$ cat src/rtl/i2cp_pkg.sv
package i2cp_pkg;

    localparam int BYTE_W       = 8;
    localparam int IDX_W        = 4;
    localparam int AI_POS       = 4;
    localparam int DEF_NUM_REGS = 10;
    localparam int DEF_NUM_RO   = 2;
    localparam logic [6:0] DEF_DEV_ADDR = 7'h60;

    typedef enum logic [2:0] {
        ST_IDLE,
        ST_ADDR,
        ST_ADDR_ACK,
        ST_WR,
        ST_WR_ACK,
        ST_RD,
        ST_RD_ACK,
        ST_HOLD
    } link_state_e;

    typedef struct packed {
        logic scl;
        logic sda;
        logic rise;
        logic fall;
        logic start;
        logic stop;
    } bus_evt_t;

    typedef struct packed {
        logic              valid;
        logic              first;
        logic [BYTE_W-1:0] data;
    } wr_evt_t;

    function automatic logic [IDX_W-1:0] next_index(input logic [IDX_W-1:0] idx,
                                                    input logic [IDX_W-1:0] last);
        return (idx >= last) ? '0 : idx + 1'b1;
    endfunction

endpackage

$ cat src/rtl/i2cp_sync.sv
module i2cp_sync
    import i2cp_pkg::*;
#(
    parameter int STAGES = 2
) (
    input  logic     clk,
    input  logic     rst,
    input  logic     scl_i,
    input  logic     sda_i,
    output bus_evt_t evt
);
    logic [1:0] raw;
    logic [1:0] synced;
    logic [1:0] prev;

    assign raw = {scl_i, sda_i};

    for (genvar g = 0; g < 2; g++) begin : g_line
        logic [STAGES-1:0] chain;
        always_ff @(posedge clk) begin
            if (rst) chain <= '1;
            else     chain <= {chain[STAGES-2:0], raw[g]};
        end
        assign synced[g] = chain[STAGES-1];
    end

    always_ff @(posedge clk) begin
        if (rst) prev <= 2'b11;
        else     prev <= synced;
    end

    // synced[1] is SCL, synced[0] is SDA
    assign evt.scl   = synced[1];
    assign evt.sda   = synced[0];
    assign evt.rise  = synced[1] & ~prev[1];
    assign evt.fall  = ~synced[1] & prev[1];
    assign evt.start = synced[1] & prev[1] & prev[0] & ~synced[0];
    assign evt.stop  = synced[1] & prev[1] & ~prev[0] & synced[0];

endmodule

$ cat src/rtl/i2cp_link.sv
module i2cp_link
    import i2cp_pkg::*;
#(
    parameter logic [6:0] DEV_ADDR = DEF_DEV_ADDR
) (
    input  logic              clk,
    input  logic              rst,
    input  bus_evt_t          evt,
    input  logic [BYTE_W-1:0] rd_data,
    output logic              sda_low,
    output wr_evt_t           wr_o,
    output logic              rd_done,
    output logic              hold
);
    link_state_e       state;
    logic [3:0]        cnt;
    logic [BYTE_W-1:0] sh;
    logic              is_read;
    logic              first;
    logic              ack_ok;

    assign hold = (state == ST_HOLD);

    always_ff @(posedge clk) begin
        if (rst) begin
            state   <= ST_IDLE;
            cnt     <= '0;
            sh      <= '0;
            is_read <= 1'b0;
            first   <= 1'b0;
            ack_ok  <= 1'b0;
            sda_low <= 1'b0;
            wr_o    <= '0;
            rd_done <= 1'b0;
        end else begin
            wr_o.valid <= 1'b0;
            rd_done    <= 1'b0;
            if (evt.start) begin
                state   <= ST_ADDR;
                cnt     <= '0;
                sda_low <= 1'b0;
            end else if (evt.stop) begin
                state   <= ST_IDLE;
                sda_low <= 1'b0;
            end else begin
                unique case (state)
                    ST_ADDR: begin
                        if (evt.rise) begin
                            sh  <= {sh[BYTE_W-2:0], evt.sda};
                            cnt <= cnt + 1'b1;
                        end else if (evt.fall && cnt == 4'd8) begin
                            if (sh[7:1] == DEV_ADDR) begin
                                sda_low <= 1'b1;
                                is_read <= sh[0];
                                state   <= ST_ADDR_ACK;
                            end else begin
                                state <= ST_HOLD;
                            end
                        end
                    end
                    ST_ADDR_ACK: begin
                        if (evt.fall) begin
                            cnt <= '0;
                            if (is_read) begin
                                sh      <= rd_data;
                                sda_low <= ~rd_data[BYTE_W-1];
                                state   <= ST_RD;
                            end else begin
                                sda_low <= 1'b0;
                                first   <= 1'b1;
                                state   <= ST_WR;
                            end
                        end
                    end
                    ST_WR: begin
                        if (evt.rise) begin
                            sh  <= {sh[BYTE_W-2:0], evt.sda};
                            cnt <= cnt + 1'b1;
                        end else if (evt.fall && cnt == 4'd8) begin
                            wr_o    <= '{valid: 1'b1, first: first, data: sh};
                            sda_low <= 1'b1;
                            state   <= ST_WR_ACK;
                        end
                    end
                    ST_WR_ACK: begin
                        if (evt.fall) begin
                            sda_low <= 1'b0;
                            cnt     <= '0;
                            first   <= 1'b0;
                            state   <= ST_WR;
                        end
                    end
                    ST_RD: begin
                        if (evt.rise) begin
                            cnt <= cnt + 1'b1;
                        end else if (evt.fall) begin
                            if (cnt == 4'd8) begin
                                sda_low <= 1'b0;
                                rd_done <= 1'b1;
                                state   <= ST_RD_ACK;
                            end else begin
                                sh      <= {sh[BYTE_W-2:0], 1'b0};
                                sda_low <= ~sh[BYTE_W-2];
                            end
                        end
                    end
                    ST_RD_ACK: begin
                        if (evt.rise) begin
                            ack_ok <= ~evt.sda;
                        end else if (evt.fall) begin
                            if (ack_ok) begin
                                sh      <= rd_data;
                                sda_low <= ~rd_data[BYTE_W-1];
                                cnt     <= '0;
                                state   <= ST_RD;
                            end else begin
                                state <= ST_HOLD;
                            end
                        end
                    end
                    default: ;
                endcase
            end
        end
    end

endmodule

$ cat src/rtl/i2cp_regfile.sv
module i2cp_regfile
    import i2cp_pkg::*;
#(
    parameter int NUM_REGS = DEF_NUM_REGS,
    parameter int NUM_RO   = DEF_NUM_RO
) (
    input  logic                                clk,
    input  logic                                rst,
    input  wr_evt_t                             wr,
    input  logic                                rd_done,
    input  logic [NUM_RO*BYTE_W-1:0]            ro_bytes,
    output logic [(NUM_REGS-NUM_RO)*BYTE_W-1:0] rw_bytes,
    output logic [BYTE_W-1:0]                   ctrl,
    output logic [BYTE_W-1:0]                   rd_data
);
    localparam int NUM_RW = NUM_REGS - NUM_RO;
    localparam logic [IDX_W-1:0] LAST_IDX = IDX_W'(NUM_REGS - 1);

    logic [IDX_W-1:0] idx;
    logic             ai;

    assign idx = ctrl[IDX_W-1:0];
    assign ai  = ctrl[AI_POS];

    always_ff @(posedge clk) begin
        if (rst) begin
            ctrl <= '0;
        end else if (wr.valid && wr.first) begin
            ctrl <= wr.data;
        end else if ((wr.valid || rd_done) && ai) begin
            ctrl[IDX_W-1:0] <= next_index(idx, LAST_IDX);
        end
    end

    for (genvar k = 0; k < NUM_RW; k++) begin : g_rw
        logic [BYTE_W-1:0] q;
        always_ff @(posedge clk) begin
            if (rst) begin
                q <= '0;
            end else if (wr.valid && !wr.first && idx == IDX_W'(k + NUM_RO)) begin
                q <= wr.data;
            end
        end
        assign rw_bytes[k*BYTE_W +: BYTE_W] = q;
    end

    always_comb begin
        rd_data = '0;
        for (int k = 0; k < NUM_RO; k++) begin
            if (idx == IDX_W'(k)) rd_data = ro_bytes[k*BYTE_W +: BYTE_W];
        end
        for (int k = 0; k < NUM_RW; k++) begin
            if (idx == IDX_W'(k + NUM_RO)) rd_data = rw_bytes[k*BYTE_W +: BYTE_W];
        end
    end

endmodule

$ cat src/rtl/i2cp_target.sv
module i2cp_target
    import i2cp_pkg::*;
#(
    parameter logic [6:0] DEV_ADDR = DEF_DEV_ADDR,
    parameter int         NUM_REGS = DEF_NUM_REGS,
    parameter int         NUM_RO   = DEF_NUM_RO,
    parameter int         STAGES   = 2
) (
    input  logic                                clk,
    input  logic                                rst,
    input  logic                                scl_i,
    input  logic                                sda_i,
    output logic                                sda_low_o,
    input  logic [NUM_RO*BYTE_W-1:0]            ro_bytes_i,
    output logic [(NUM_REGS-NUM_RO)*BYTE_W-1:0] rw_bytes_o
);
    bus_evt_t          bus_evt;
    wr_evt_t           wr_evt;
    logic              rd_done;
    logic              link_hold;
    logic [BYTE_W-1:0] ctrl_q;
    logic [BYTE_W-1:0] rd_data;

    i2cp_sync #(.STAGES(STAGES)) u_sync (
        .clk   (clk),
        .rst   (rst),
        .scl_i (scl_i),
        .sda_i (sda_i),
        .evt   (bus_evt)
    );

    i2cp_link #(.DEV_ADDR(DEV_ADDR)) u_link (
        .clk     (clk),
        .rst     (rst),
        .evt     (bus_evt),
        .rd_data (rd_data),
        .sda_low (sda_low_o),
        .wr_o    (wr_evt),
        .rd_done (rd_done),
        .hold    (link_hold)
    );

    i2cp_regfile #(.NUM_REGS(NUM_REGS), .NUM_RO(NUM_RO)) u_regs (
        .clk      (clk),
        .rst      (rst),
        .wr       (wr_evt),
        .rd_done  (rd_done),
        .ro_bytes (ro_bytes_i),
        .rw_bytes (rw_bytes_o),
        .ctrl     (ctrl_q),
        .rd_data  (rd_data)
    );

endmodule

$ cat config.mk
export PLATFORM = sky130hd
export DESIGN_NAME = i2cp_target
export DESIGN_NICKNAME = d
export VERILOG_FILES = /design/src/rtl/i2cp_pkg.sv /design/src/rtl/i2cp_sync.sv /design/src/rtl/i2cp_link.sv /design/src/rtl/i2cp_regfile.sv /design/src/rtl/i2cp_target.sv
export SDC_FILE = /design/constraint.sdc
export NUM_CORES = 1
export LEC_CHECK = 0
export ABC_CLOCK_PERIOD_IN_PS = 2800
export CAP_MARGIN = 5
export CORE_ASPECT_RATIO = 0.9
export CORE_UTILIZATION = 55
export DETAILED_ROUTE_END_ITERATION = 8
export DONT_BUFFER_PORTS = 1
export MAX_ROUTING_LAYER = met4
export PLACE_DENSITY = 0.72
export SETUP_SLACK_MARGIN = 0.3
export SLEW_MARGIN = 5
export SYNTH_ARGS = -nofsm -noshare
export SYNTH_HDL_FRONTEND = slang
export SYNTH_HIERARCHICAL = 1
export SYNTH_SLANG_ARGS = --single-unit
$ cat constraint.sdc
create_clock -name clk -period 2.8 [get_ports clk]
set_clock_uncertainty 0.05 [all_clocks]
set_input_delay 0.84 -clock clk [delete_from_list [all_inputs] [get_ports clk]]
set_output_delay 0.84 -clock clk [all_outputs]
set_load 0.01 [all_outputs]
* Word-level counts from Yosys, hierarchy flattened
Cells that the tools add are included.
Storage, ports and cells: RAM bits 0, output and inout port bits 65, input bits 20, register bits 105, latch bits 0, ROM bits 0, memories kept 0
Cells by class: $mul 0, shift operators 0, divide/modulo/power cells 0, eq/ne operators 47, bitwise operators 19, reduce and logical (&&, ||, !) cells 37, magnitude comparators 1, add/subtract/negate cells 2, multiplexer cells 66
Operator list (number):
- 2-to-1 mux 8 bit | 19
- 2-to-1 mux 3 bit | 13
- AND reduction 12 bit | 3
- 2-to-1 mux 4 bit | 8
- one-hot mux 8 bit (4 select lines) | 1
- inequality test 4 x 3 -> 1 bit, second input constant | 7
- inequality test 2 x 1 -> 1 bit, second input constant | 13
- 2-to-1 mux 1 bit | 19
- one-hot mux 3 bit (6 select lines) | 1
- equality test 4 x 3 -> 1 bit, second input constant | 4
- inequality test 4 bit, second input constant | 4
- AND reduction 13 bit | 1
- equality test 4 bit, second input constant | 3
- logical AND 1 bit | 12
- inequality test 2 bit, second input constant | 6
- NOT 1 bit | 12
- one-hot mux 4 bit (3 select lines) | 1
- AND reduction 6 bit | 2
- 2-to-1 mux 10 bit | 1
- equality test 3 bit, second input constant | 3
- adder 4 x 1 -> 4 bit, second input constant | 2
- equality test 4 x 2 -> 1 bit, second input constant | 2
- nonzero test 8 bit | 1
- AND 1 bit | 7
- other kinds (22) | 27

* Longest topological paths before layout
word-level depth 16, mapped depth 11

* By module
Netlist, hierarchy kept.
By module, submodules not included:
- i2cp_regfile | seq. area each 1441.4 µm², area an instance 3658.5 µm², times used 1, cells each 449
- i2cp_link | seq. area each 600.6 µm², area an instance 1696.6 µm², times used 1, cells each 195
- i2cp_sync | seq. area each 120.1 µm², area an instance 205.2 µm², times used 1, cells each 18

* Worst setup path before layout
Ideal clock, no wire load.
path type reg2reg, start point register u_sync.g_line[1].chain[1], end point register u_link.is_read, data required time 2.680 ns, stages on the path, launching flop included 6, setup slack 0.828 ns, path buffers 0, library setup time 0.070 ns, data arrival time 1.852 ns, cell sequence dfxtp_1 and4b_1 or3_1 or3_1 or4_1 a21oi_1
RTL lines:
- from (decl) | line i2cp_sync.sv:19 | logic [STAGES-1:0] chain;
- from (signal assigned) | line i2cp_sync.sv:22 | else chain <= {chain[STAGES-2:0], raw[g]};
- to (signal assigned) | line i2cp_link.sv:54 | is_read <= sh[0];
- to (decl) | line i2cp_link.sv:18 | logic is_read;

* Worst setup path in the final report
start point register u_regs.ctrl[0], end point register u_link.sh[7]
On the way: word-level cells in the longest chain between the ends 15, elaborated cells on any way between the ends 26, those cells by class 9 x eq/ne; 16 x mux; 1 x reduce/logical
RTL lines:
- from (decl) | line i2cp_regfile.sv:13 | output logic [BYTE_W-1:0] ctrl,
- from (signal assigned) | line i2cp_regfile.sv:29 | ctrl <= wr.data;
- from (signal, indexed assignment) | line i2cp_regfile.sv:31 | ctrl[IDX_W-1:0] <= next_index(idx, LAST_IDX);
- logical NOT 4 bit | line i2cp_regfile.sv:50 | if (idx == IDX_W'(k)) rd_data = ro_bytes[k*BYTE_W +: BYTE_W];
- 2-to-1 mux 8 bit (2 in a row) | line i2cp_regfile.sv:50
- 2-to-1 mux 8 bit (7 in a row) | line i2cp_regfile.sv:53 | if (idx == IDX_W'(k + NUM_RO)) rd_data = rw_bytes[k*BYTE_W +: BYTE_W];
- 2-to-1 mux 8 bit * | line i2cp_regfile.sv:53
- named net rd_data[7] | line i2cp_target.sv:22 | logic [BYTE_W-1:0] rd_data;
- 2-to-1 mux 8 bit | line i2cp_link.sv:111 | if (ack_ok) begin
- 2-to-1 mux 8 bit | line i2cp_link.sv:110 | end else if (evt.fall) begin
- 2-to-1 mux 8 bit | line i2cp_link.sv:108 | if (evt.rise) begin
- one-hot mux 8 bit (4 select lines) * | line i2cp_link.sv:46 | unique case (state)
- to (signal assigned) | line i2cp_link.sv:49 | sh <= {sh[BYTE_W-2:0], evt.sda};
- to (signal assigned) | line i2cp_link.sv:102 | sh <= {sh[BYTE_W-2:0], 1'b0};
- to (signal assigned) | line i2cp_link.sv:112 | sh <= rd_data;
- to (decl) | line i2cp_link.sv:17 | logic [BYTE_W-1:0] sh;
Mark *: on every way through the listed nets, which the timed path passes. The rest lies on a longest branch. The select of a mux whose other input is x is not followed. A chain may end at the register's enable or synchronous reset.

==> flow_summary_export.csv <==
group,metric,value,unit
status,status,"complete, no violations",
clocking,htree_levels,3,
sta,finalCriticalPeriod,2.30,ns
critical_path,cp_max_fo,13,
global_routing,grt_max_degree,103,
logic_synthesis,syn_nets,675,
critical_path,rrSetupSlack,0.50,ns
placement,portBuffers,0,
floorplan,die_area,10300,sq um
sta,slew_headroom,0.431,
floorplan,ios,85,
global_routing,grt_pass1_wl,23500,um
routing,ant_nets,0,
routing,dr.pass1.iters,5,
routing,drc,0,
sta,finalWorstSetupSlack,0.497,ns
routing,drtIter0Drc,563,
finish,layout.area.seq,2100,sq um
sta,tns,0,ns
flow_run,cap_violations,0,
hold_path,hold_depth,1,
floorplan,die_w,107,um
sta,drv_slew,0,
routing,route.vias.total,4906,
sta,hold_viol_final,0,
critical_path,crit_required,3.04,ns
critical_path,reg2reg_to,"u_link/sh[7]$_SDFFE_PP0P_",
placement,dpl_worst_slack,0.246,ns
logic_synthesis,yosys_warnings,6,
floorplan,die_y,96.4,um
sta,tightestPinTransition,0.852,ns
logic_synthesis,syn_area,5450,sq um
critical_path,setup.worst_path.start_class,"register",
sta,setup_viol,0,
sta,finalCritPeriodShare,0.822,
routing,wl_per_cell,20.7,um
finish,instances_no_fill,752,
pwr,power.density,429,nW/um^2
global_routing,grt_usage,0.309,
critical_path,critPathArrivalTime,2.55,ns
critical_path,path_class,"register to register",
critical_path,r2r_start,"u_regs/ctrl[0]$_SDFFE_PP0P_",
hold_path,whs_endpoint,"u_sync/g_line[0].chain[1]$_SDFF_PP1_",
critical_path,r2r_cells,9,
clocking,cts_tree,"yes",
placement,post-dp-hpwl,10800,um
clocking,cts_buffer_depth,2,
placement,placed_cell_area,5490,sq um
placement,placedCellCount,736,
clocking,cts_sinks,105,
sta,max_freq,434,MHz
pwr,max-vdd-ir-drop,347,uV
global_routing,overflow,0,
logic_synthesis,syn_avg_cell_area,8.41,sq um
floorplan,core_area,9660,sq um
critical_path,worst_setup_path_end_kind,"register",
finish,fin_area,5700,sq um
global_routing,grt_pass1_vias,4150,
clocking,numCtsBuffers,9,
hold_path,hp-start,"u_sync/g_line[0].chain[0]$_SDFF_PP1_",
finish,fillers,819,
sta,grt_setup_unrepaired,"false",
clocking,cts_root_buffer,"clkbuf_8",
clocking,cts.clk_slew.worst_paths,0.09,ns
placement,place_congestion,0.979,
routing,via_per_inst,6.52,
finish,nets,649,
finish,drive_above_1_share,0.0911,
clocking,ctsHoldBuffers,0,
hold_path,hp-class,"register to register",
global_routing,grt_antenna_before_repair,0,
routing,drt_wl_total,15600,um
floorplan,start_util,0.564,
finish,fin_util,0.590,
floorplan,rows,34,
finish,multi_input_area,3090,sq um
finish,syn2layout_area_growth,4.59,%
logic_synthesis,synthCells,648,
clocking,clk_latency,0.38,ns
finish,diodes,0,
pwr,p_leak,2.19,nW
metal layers:
metal	vias to the layer above	GRT usage	part of all wire
met1	2335	0.437	0.44
li1	2269	-	-
met5	-	-	0
met3	30	0.0838	0.11
met2	272	0.430	0.43
met4	0	0.0868	0.018
through the flow:
| stage | power (mW) | hold WS [ns] |
|---|---|---|
| floorplan | 1.61 | 0.333 |
| global placement | 1.61 | 0.337 |
| finish | 2.44 | 0.359 |
| global route | 2.52 | 0.384 |
| CTS | 2.46 | 0.360 |
| detailed placement | 1.61 | 0.337 |
power breakdown:
group / total, mW / leakage, nW / internal, mW / switching [mW]
combinational: 0.0745 / 1.26 / 0.0312 / 0.0433
sequential: 1.51 / 0.847 / 1.50 / 0.00896
clock: 0.861 / 0.0854 / 0.345 / 0.516
cell type report:
cell class,count,share of cell area
Inverter,17,0.0112
Tap cell,126,0.0277
Sequential cell,105,0.369
Clock buffer,11,0.0248
Clock inverter,4,0.00527
Multi-Input combinational cell,474,0.542
Timing Repair Buffer,15,0.0198
cells in the final DEF (no fill, tap or decap), types with 7 or more instances in the layout:
| master | instances |
|---|---|
| nand2b_1 | 7 |
| nor2b_1 | 19 |
| a211oi_1 | 19 |
| buf_4 | 15 |
| nor2_1 | 78 |
| nand2_1 | 48 |
| mux2i_1 | 65 |
| inv_1 | 17 |
| a41oi_1 | 9 |
| a221oi_1 | 9 |
| o22ai_1 | 7 |
| o21ai_0 | 31 |
| dfxtp_1 | 105 |
| nand3b_1 | 11 |
| or3_1 | 11 |
| a21oi_1 | 56 |
| clkbuf_8 | 10 |
worst max-delay path, cell delays in order, from the launching register on:
cell and delay (ns):
dfxtp_1 0.38, inv_1 0.19, ha_2 0.33, buf_4 0.23, nand3b_1 0.11, a221oi_2 0.31
o22ai_1 0.15, o21ai_0 0.14, mux2i_1 0.11, a211oi_1 0.23
sequential cells by signal, indices dropped and copies added (netlist names):
register,count
u_link/sda_low,1
u_sync/g_line.chain,4
u_link/cnt,4
u_link/state,3
u_regs/g_rw.q,64
u_sync/prev,2
u_link/first,1
u_link/rd_done,1
u_link/sh,8
u_link/is_read,1
u_link/ack_ok,1
u_link/wr_o,10
u_regs/ctrl,5
repair_timing:
action | CTS | global route
gates resized for setup | 2 | 4
hold endpoints to repair | 0 | 0
setup endpoints to repair | 6 | 3
setup buffers | 0 | 1
worst max-delay path by stage:
stage                                         start                          end  slack, ns  cells after the start
3_5_place_dp            u_regs/ctrl[0]$_SDFFE_PP0P_    u_link/sh[3]$_SDFFE_PP0P_       0.25                      9
6_report                u_regs/ctrl[0]$_SDFFE_PP0P_    u_link/sh[7]$_SDFFE_PP0P_       0.50                      9
5_1_grt                 u_regs/ctrl[0]$_SDFFE_PP0P_    u_link/sh[7]$_SDFFE_PP0P_       0.33                      9
2_1_floorplan  u_sync/g_line[0].chain[1]$_SDFF_PP1_  u_link/is_read$_SDFFE_PP0P_       0.83                      5
3_3_place_gp            u_regs/ctrl[1]$_SDFFE_PP0P_  u_link/sda_low$_SDFFE_PP0P_       0.41                      9
4_1_cts                 u_regs/ctrl[0]$_SDFFE_PP0P_    u_link/sh[7]$_SDFFE_PP0P_       0.43                      9
Power figures use the tool's default switching activity.
